--- config.mk ---
export PLATFORM = sky130hd
export DESIGN_NAME = pxw_word_packer
export DESIGN_NICKNAME = d
export VERILOG_FILES = /design/src/rtl/pxw_pkg.sv /design/src/rtl/pxw_pack.sv /design/src/rtl/pxw_unpack.sv /design/src/rtl/pxw_word_packer.sv
export SDC_FILE = /design/constraint.sdc
export NUM_CORES = 1
export LEC_CHECK = 0
export BUFFER_PORTS_ARGS = -buffer_cell sky130_fd_sc_hd__buf_4
export CAP_MARGIN = 20
export CORE_MARGIN = 4
export CORE_UTILIZATION = 54
export DETAILED_ROUTE_END_ITERATION = 8
export GPL_TIMING_DRIVEN = 0
export PLACE_DENSITY = 0.89
export SLEW_MARGIN = 20
export SYNTH_ARGS = -nofsm -noshare
export SYNTH_HDL_FRONTEND = slang
export SYNTH_SLANG_ARGS = --single-unit
--- constraint.sdc ---
create_clock -name clk -period 4.3 [get_ports clk]
set_clock_uncertainty 0.2 [all_clocks]
set_input_delay 0.86 -clock clk [delete_from_list [all_inputs] [get_ports clk]]
set_output_delay 0.86 -clock clk [all_outputs]
set_load 0.005 [all_outputs]
--- src/rtl/pxw_pkg.sv ---
package pxw_pkg;

  // Whole pixels that fit in one word; remainder bits are wasted.
  function automatic int slots_of(input int word_w, input int pix_w);
    if (pix_w < 1) return 0;
    return word_w / pix_w;
  endfunction

  // Bits needed to hold a slot count from 0 up to slots.
  function automatic int cnt_bits(input int slots);
    return (slots < 1) ? 1 : $clog2(slots + 1);
  endfunction

  // Bits actually carrying pixel data in a word.
  function automatic int used_bits(input int word_w, input int pix_w);
    return slots_of(word_w, pix_w) * pix_w;
  endfunction

endpackage

--- src/rtl/pxw_pack.sv ---
module pxw_pack #(
  parameter int PIX_W  = 10,
  parameter int WORD_W = 32,
  localparam int SLOTS = pxw_pkg::slots_of(WORD_W, PIX_W),
  localparam int CW    = pxw_pkg::cnt_bits(SLOTS)
) (
  input  logic              clk,
  input  logic              rst_n,
  input  logic              in_valid,
  output logic              in_ready,
  input  logic [PIX_W-1:0]  in_pix,
  input  logic              in_eol,
  output logic              out_valid,
  input  logic              out_ready,
  output logic [WORD_W-1:0] out_word,
  output logic [CW-1:0]     out_cnt,
  output logic              out_eol
);
  localparam int USED = pxw_pkg::used_bits(WORD_W, PIX_W);

  logic [WORD_W-1:0] acc_q, acc_next;
  logic [CW-1:0]     fill_q, base_fill, new_fill;
  logic              hold_q, weol_q;

  // Named internal events, observed by the assertions below.
  logic pk_accept, pk_emit, pk_close;

  assign pk_emit   = hold_q && out_ready;
  assign in_ready  = !hold_q || out_ready;
  assign pk_accept = in_valid && in_ready;
  assign base_fill = pk_emit ? '0 : fill_q;
  assign new_fill  = base_fill + 1'b1;
  assign pk_close  = pk_accept && ((new_fill == CW'(SLOTS)) || in_eol);

  always_comb begin
    acc_next = pk_emit ? '0 : acc_q;
    for (int s = 0; s < SLOTS; s++) begin
      if (base_fill == CW'(s)) acc_next[s*PIX_W +: PIX_W] = in_pix;
    end
  end

  always_ff @(posedge clk) begin
    if (!rst_n) begin
      acc_q  <= '0;
      fill_q <= '0;
      hold_q <= 1'b0;
      weol_q <= 1'b0;
    end else if (pk_accept) begin
      acc_q  <= acc_next;
      fill_q <= new_fill;
      hold_q <= pk_close;
      weol_q <= pk_close && in_eol;
    end else if (pk_emit) begin
      acc_q  <= '0;
      fill_q <= '0;
      hold_q <= 1'b0;
      weol_q <= 1'b0;
    end
  end

  assign out_valid = hold_q;
  assign out_word  = acc_q;
  assign out_cnt   = fill_q;
  assign out_eol   = weol_q;

  AST_PK_CNT_RANGE: assert property (@(posedge clk) disable iff (!rst_n)
    out_valid |-> (out_cnt != '0) && (out_cnt <= CW'(SLOTS)));

  AST_PK_STALL_HOLD: assert property (@(posedge clk) disable iff (!rst_n)
    out_valid && !out_ready |=> out_valid && $stable(out_word) && $stable(out_cnt) && $stable(out_eol));

  AST_PK_EOL_FLUSH: assert property (@(posedge clk) disable iff (!rst_n)
    pk_accept && in_eol |=> out_valid && out_eol);

  AST_PK_FULL_EMIT: assert property (@(posedge clk) disable iff (!rst_n)
    pk_accept && (base_fill == CW'(SLOTS-1)) |=> out_valid && (out_cnt == CW'(SLOTS)));

  AST_PK_SLOT0: assert property (@(posedge clk) disable iff (!rst_n)
    pk_accept && (base_fill == '0) |=> acc_q[PIX_W-1:0] == $past(in_pix));

  generate
    if (USED < WORD_W) begin : g_pad
      AST_PK_PAD_ZERO: assert property (@(posedge clk) disable iff (!rst_n)
        out_valid |-> out_word[WORD_W-1:USED] == '0);
    end
  endgenerate

endmodule

--- src/rtl/pxw_unpack.sv ---
module pxw_unpack #(
  parameter int PIX_W  = 10,
  parameter int WORD_W = 32,
  localparam int SLOTS = pxw_pkg::slots_of(WORD_W, PIX_W),
  localparam int CW    = pxw_pkg::cnt_bits(SLOTS)
) (
  input  logic              clk,
  input  logic              rst_n,
  input  logic              in_valid,
  output logic              in_ready,
  input  logic [WORD_W-1:0] in_word,
  input  logic [CW-1:0]     in_cnt,
  input  logic              in_eol,
  output logic              out_valid,
  input  logic              out_ready,
  output logic [PIX_W-1:0]  out_pix,
  output logic              out_eol
);
  logic [WORD_W-1:0] word_q;
  logic [CW-1:0]     cnt_q, idx_q, idx_inc;
  logic              weol_q, busy_q;

  // Named internal events, observed by the assertions below.
  logic up_pop, up_last, up_load;

  assign idx_inc  = idx_q + 1'b1;
  assign up_last  = (idx_inc == cnt_q);
  assign up_pop   = busy_q && out_ready;
  assign in_ready = !busy_q || (up_pop && up_last);
  assign up_load  = in_valid && in_ready;

  always_ff @(posedge clk) begin
    if (!rst_n) begin
      word_q <= '0;
      cnt_q  <= '0;
      idx_q  <= '0;
      weol_q <= 1'b0;
      busy_q <= 1'b0;
    end else if (up_load) begin
      word_q <= in_word;
      cnt_q  <= in_cnt;
      weol_q <= in_eol;
      idx_q  <= '0;
      busy_q <= 1'b1;
    end else if (up_pop) begin
      if (up_last) busy_q <= 1'b0;
      else         idx_q  <= idx_inc;
    end
  end

  always_comb begin
    out_pix = '0;
    for (int s = 0; s < SLOTS; s++) begin
      if (idx_q == CW'(s)) out_pix = word_q[s*PIX_W +: PIX_W];
    end
  end

  assign out_valid = busy_q;
  assign out_eol   = busy_q && weol_q && up_last;

  AST_UP_CNT_LEGAL: assert property (@(posedge clk) disable iff (!rst_n)
    in_valid |-> (in_cnt != '0) && (in_cnt <= CW'(SLOTS)));

  AST_UP_IDX_BOUND: assert property (@(posedge clk) disable iff (!rst_n)
    busy_q |-> idx_q < cnt_q);

  AST_UP_FIRST_SLOT: assert property (@(posedge clk) disable iff (!rst_n)
    up_load |=> out_valid && (out_pix == $past(in_word[PIX_W-1:0])));

  AST_UP_DRAIN: assert property (@(posedge clk) disable iff (!rst_n)
    up_pop && up_last && !in_valid |=> !out_valid);

  AST_UP_STALL_HOLD: assert property (@(posedge clk) disable iff (!rst_n)
    out_valid && !out_ready |=> out_valid && $stable(out_pix) && $stable(out_eol));

endmodule

--- src/rtl/pxw_word_packer.sv ---
module pxw_word_packer #(
  parameter int PIX_W  = 10,
  parameter int WORD_W = 32,
  localparam int SLOTS = pxw_pkg::slots_of(WORD_W, PIX_W),
  localparam int CNT_W = pxw_pkg::cnt_bits(SLOTS)
) (
  input  logic              clk,
  input  logic              rst_n,
  input  logic              pk_in_valid,
  output logic              pk_in_ready,
  input  logic [PIX_W-1:0]  pk_in_pix,
  input  logic              pk_in_eol,
  output logic              pk_out_valid,
  input  logic              pk_out_ready,
  output logic [WORD_W-1:0] pk_out_word,
  output logic [CNT_W-1:0]  pk_out_cnt,
  output logic              pk_out_eol,
  input  logic              up_in_valid,
  output logic              up_in_ready,
  input  logic [WORD_W-1:0] up_in_word,
  input  logic [CNT_W-1:0]  up_in_cnt,
  input  logic              up_in_eol,
  output logic              up_out_valid,
  input  logic              up_out_ready,
  output logic [PIX_W-1:0]  up_out_pix,
  output logic              up_out_eol
);

  // a pixel must fit whole in one word.
  generate
    if (PIX_W < 1 || PIX_W > WORD_W) begin : g_bad_cfg
      $error("pxw_word_packer: pixel width must be 1..WORD_W");
    end
  endgenerate

  pxw_pack #(.PIX_W(PIX_W), .WORD_W(WORD_W)) pack_i (
    .clk       (clk),
    .rst_n     (rst_n),
    .in_valid  (pk_in_valid),
    .in_ready  (pk_in_ready),
    .in_pix    (pk_in_pix),
    .in_eol    (pk_in_eol),
    .out_valid (pk_out_valid),
    .out_ready (pk_out_ready),
    .out_word  (pk_out_word),
    .out_cnt   (pk_out_cnt),
    .out_eol   (pk_out_eol)
  );

  pxw_unpack #(.PIX_W(PIX_W), .WORD_W(WORD_W)) unpack_i (
    .clk       (clk),
    .rst_n     (rst_n),
    .in_valid  (up_in_valid),
    .in_ready  (up_in_ready),
    .in_word   (up_in_word),
    .in_cnt    (up_in_cnt),
    .in_eol    (up_in_eol),
    .out_valid (up_out_valid),
    .out_ready (up_out_ready),
    .out_pix   (up_out_pix),
    .out_eol   (up_out_eol)
  );

endmodule

Yosys cells after proc, flatten, opt, wreduce, memory -nomap -nowiden:

Index checks and enable logic that the tools add are counted.

* $add $sub $neg: 2
* eq/ne operators: 6
* mux-type cells: 16
* bitwise logic cells: 2
* reductions and logical operators: 22

Operators by type and width (count)
* two-way mux 10 bit: 6
* two-way mux 32 bit: 1
* two-way mux 30 bit: 1
* logical AND 1 bit: 9
* equality test 2 bit, second input constant: 3
* two-way mux 1 bit: 6
* nonzero test 2 bit: 3
* adder 2 x 1 -> 2 bit, second input constant: 2
* equality test 2 x 1 -> 1 bit, second input constant: 2
* zero test 2 bit: 2
* two-way mux 2 bit: 2
* AND reduction 2 bit: 2
* logical OR 1 bit: 3
* equality test 2 bit: 1
* zero test 1 bit: 2
* NOT 1 bit: 2
* OR reduction 2 bit: 1

* bits in registers: 72
* bits of input ports: 52
* output and inout port bits: 50
* logic and storage cells: 57

Longest topological paths before layout:

* depth in word-level cells: 8
* depth in mapped cells: 9
* mapped depth without buffers: 7

Hierarchy:

From an unflattened synthesis, not the netlist that was laid out.

* cell total of the unflattened synthesis: 370
* area total of the unflattened synthesis: 2957.8 um^2

Modules (own cells, without submodules)
* pxw_unpack: times used 1, cells an instance 225, area an instance 1646.6 um^2
* pxw_pack: times used 1, cells an instance 145, area an instance 1311.3 um^2

Worst setup path after synthesis:

OpenSTA, ideal clock, no wires.

* kind: register to output
* start point: register unpack_i.idx_q[0]
* end point: output up_in_ready
* arrival time: 1.421 ns
* setup slack: 1.819 ns
* stages on the path, launching flop included: 7
* buffers on the path: 0
* cell sequence: dfxtp_1 > inv_1 > ha_1 > xor2_1 > nor2_1 > a21boi_0 > inv_1

* word-level cells in the longest chain between the ends: 4

Ends and longest elaborated chain
* start, declared: RTL line pxw_unpack.sv:20 `logic [CW-1:0] cnt_q, idx_q, idx_inc;`
* start signal, assigned: RTL line pxw_unpack.sv:47 `else idx_q <= idx_inc;`
* adder 2 x 1 -> 2 bit: RTL line pxw_unpack.sv:26 `assign idx_inc = idx_q + 1'b1;`
* via unpack_i.idx_inc[0]: RTL line pxw_unpack.sv:20
* equality test 2 bit: RTL line pxw_unpack.sv:27 `assign up_last = (idx_inc == cnt_q);`
* logical AND 1 bit: RTL line pxw_unpack.sv:29 `assign in_ready = !busy_q || (up_pop && up_last);`
* logical OR 1 bit: RTL line pxw_unpack.sv:29
* end, declared: RTL line pxw_word_packer.sv:19 `output logic up_in_ready,`

The timed path passes the listed nets, and every way through them passes these cells.

Final worst setup path:

Same ends and word-level chain as after synthesis.

==> results.cfg <==
[setup_path]
cp_common_cell = inv_1
cp-start-kind = register
cpPeakStageDelay_ps = 400
crit_type = register to output port
cp_cell_sequence = inv_1, ha_1, xor2_1, nor2_1, a21boi_0, inv_1, buf_4
crit_fanout = 4
endpoint_kind = output port
crit_family = flip-flops
crit_slowest_cell = dfxtp_1
required_ps = 3240
regToRegSetupSlack_ps = 1940
worstPathArrival_ps = 2040
crit_buf_inv = 3

[routing]
wl_per_cell_um = 14.6
vias = 3200
remaining_drc_errors = 0
finalWirelength_um = 8470
via_per_inst = 5.52
drt_iter0_markers = 274
first_pass_iters = 6
ant_nets = 0

[yosys]
synth_area_um2 = 3100
ys_seq_area_frac = 0.452
ys_ff_latch = 70
synth.largest_area_cell = dfxtp_1
yosys.area.top_type_share = 0.452
syn_avg_cell_area_um2 = 7.85
synth_cells = 395
synth_cell_type_count = 31
synth.area.top_cells = dfxtp_1 (45%), nand3_1 (11%), nand2_1 (11%), a21boi_0 (7.8%), o21ai_0 (5.8%)
yosysWarnings = 0

[placed_design]
place_area_um2 = 3910
pre_cts_ws_ps = 1390
placed_cells = 564
port_buffers = 96
dp_hpwl_um = 6270
gp_congestion = 0.930

[layout]
nets = 561
final_common_cell = buf_4
nFillCells = 429
area_growth_pct = 31.7
regArea_um2 = 1400
layout-drive-gt1-share = 0.244
layout.cells.non_filler = 580
diodes = 0
fin_area_um2 = 4080
final_cell_mix = buf_4 (98), nand2_1 (87), dfxtp_1 (70), nand3_1 (67), o21ai_0 (36)
multiInputGateArea_um2 = 1510

[timing]
worst_pin_slew_ps = 501
finalMaxSlewViolations = 0
fin_tns_setup_ps = 0
period_minus_slack_ps = 3100
final-hold-violation-count = 0
post-route-period-util = 0.722
layout_setup_ws_ps = 1200
slew-limit-headroom = 0.666
setup_viol = 0
rsz0062_at_grt = false
max_freq_mhz = 322

[die]
pin_count = 102
die-area_um2 = 7020
core-area_um2 = 5540
chipHeight_um = 83.8
placementRows = 27
die_x_um = 83.8
start_util = 0.559

[clock_network]
htreeDepth = 3
clockRootBuffer = clkbuf_8
clock_latency_ps = 330
cts_setup_buffers = 0
clkTransAtPathRegs_ps = 70
hold_buffers = 0
cts_resized = 0
cts_tree = done
cts.path.max_buffers = 2
numCtsBuffers = 9
cts_num_sinks = 70

[global_routing]
grt-ovfl-total = 0
top_usage_layer = met2
grt_max_degree = 12
gr-usage-met3 = 0.0513
met1_usage = 0.296
grt_pass1_wl_um = 14000
grt_use_met2 = 0.423
grt_use_total = 0.242
grt_antenna_before_repair = 0
grt_pass1_vias = 3047

[power]
power_mw = 1.42
power.density_nw_per_um2 = 348
irDropWorstVdd_uv = 267
leakage_nw = 1.70

[run_status]
outcome = completed

[flow_run]
max-cap-violations = 0

[worst_hold_path]
min-delay-path-class = register to register
[registers in the layout, summed over array words and instances (netlist names)]
register,flops
pack_i.out_valid,1
unpack_i.idx_q,2
unpack_i.cnt_q,2
pack_i.out_word,30
pack_i.out_eol,1
unpack_i.out_valid,1
unpack_i.word_q,30
unpack_i.weol_q,1
pack_i.out_cnt,2
[worst reg2reg max path, delay by kind of cell (launching register included)]
| kind | cells | cell delay, ps |
|---|---|---|
| buffers and inverters | 1 | 430 |
| adders and majority gates | 1 | 230 |
| AOI/OAI and AO/OA | 1 | 180 |
| DFF | 1 | 370 |
| and+or+nand+nor | 4 | 880 |
[metal layers]
metal	vias up	part of all wire
met5	-	0
met4	0	0.019
met3	20	0.089
met2	150	0.49
met1	1474	0.40
li1	1556	-
[where the power goes]
group	leakage, nW	switching, mW	total (mW)	internal [mW]
clock	0.0861	0.239	0.462	0.223
combinational	1.04	0.126	0.243	0.117
sequential	0.573	0.0274	0.716	0.689
[worst paths after layout]
check	start	to	cells past startpoint
hold reg to reg	unpack_i.word_q[7]	unpack_i.word_q[7]	2
setup reg to reg	pack_i.out_valid	pack_i.out_word[15]	7
setup / recovery	unpack_i.idx_q[0]	up_in_ready	7
hold / removal	unpack_i.word_q[7]	unpack_i.word_q[7]	2
[cells in the mapped netlist]
| cell | number |
|---|---|
| inv_1 | 8 |
| xor2_1 | 1 |
| xnor2_1 | 2 |
| o22ai_1 | 1 |
| conb_1 | 1 |
| o21a_1 | 2 |
| ha_1 | 6 |
| o211ai_1 | 1 |
| nand3_1 | 67 |
| nor3b_1 | 2 |
| buf_4 | 2 |
| o221ai_1 | 1 |
| o21ai_0 | 36 |
| clkbuf_1 | 20 |
| buf_6 | 3 |
| dfxtp_1 | 70 |
| nand2_1 | 87 |
| o21ai_1 | 8 |
| a31oi_1 | 1 |
| buf_2 | 8 |
| nor2_1 | 12 |
| nand2b_1 | 2 |
| a21boi_0 | 32 |
| mux2i_1 | 2 |
| and2_1 | 2 |
| a21oi_1 | 10 |
| and3_1 | 4 |
| o211a_1 | 1 |
| nand3b_1 | 1 |
| a211oi_1 | 1 |
| o32ai_4 | 1 |
[cell type report]
type,instances,area share
repair buffers,96,0.177
clock inverters,4,0.00552
flip-flops and latches,70,0.343
multi-input cells,285,0.369
inverters,8,0.00736
plain buffers,33,0.0402
clock buffers,12,0.0356
well taps,72,0.0221
[through the flow]
stage | hold slack [ps] | util
detailed placement | 251 | 0.706
floorplan | 224 | -
global route | 281 | 0.737
global placement | 238 | 0.706
finish | 262 | 0.737
CTS | 263 | 0.737
[kinds of logic (layout without fill, tap and decap cells)]
family | count (synthesis) | count (layout) | synth area share
XOR/XNOR | 3 | 3 | 0.00848
other | 1 | 2 | 0.00121
AND/OR/NAND/NOR | 177 | 177 | 0.252
AO/OA/AOI/OAI | 95 | 95 | 0.193
multiplexers | 2 | 2 | 0.00646
buffers and inverters | 41 | 153 | 0.0626
flip-flops | 70 | 70 | 0.452
adder cells (fa/ha/maj) | 6 | 6 | 0.0242
No activity file was read; power rests on OpenSTA's default activity.
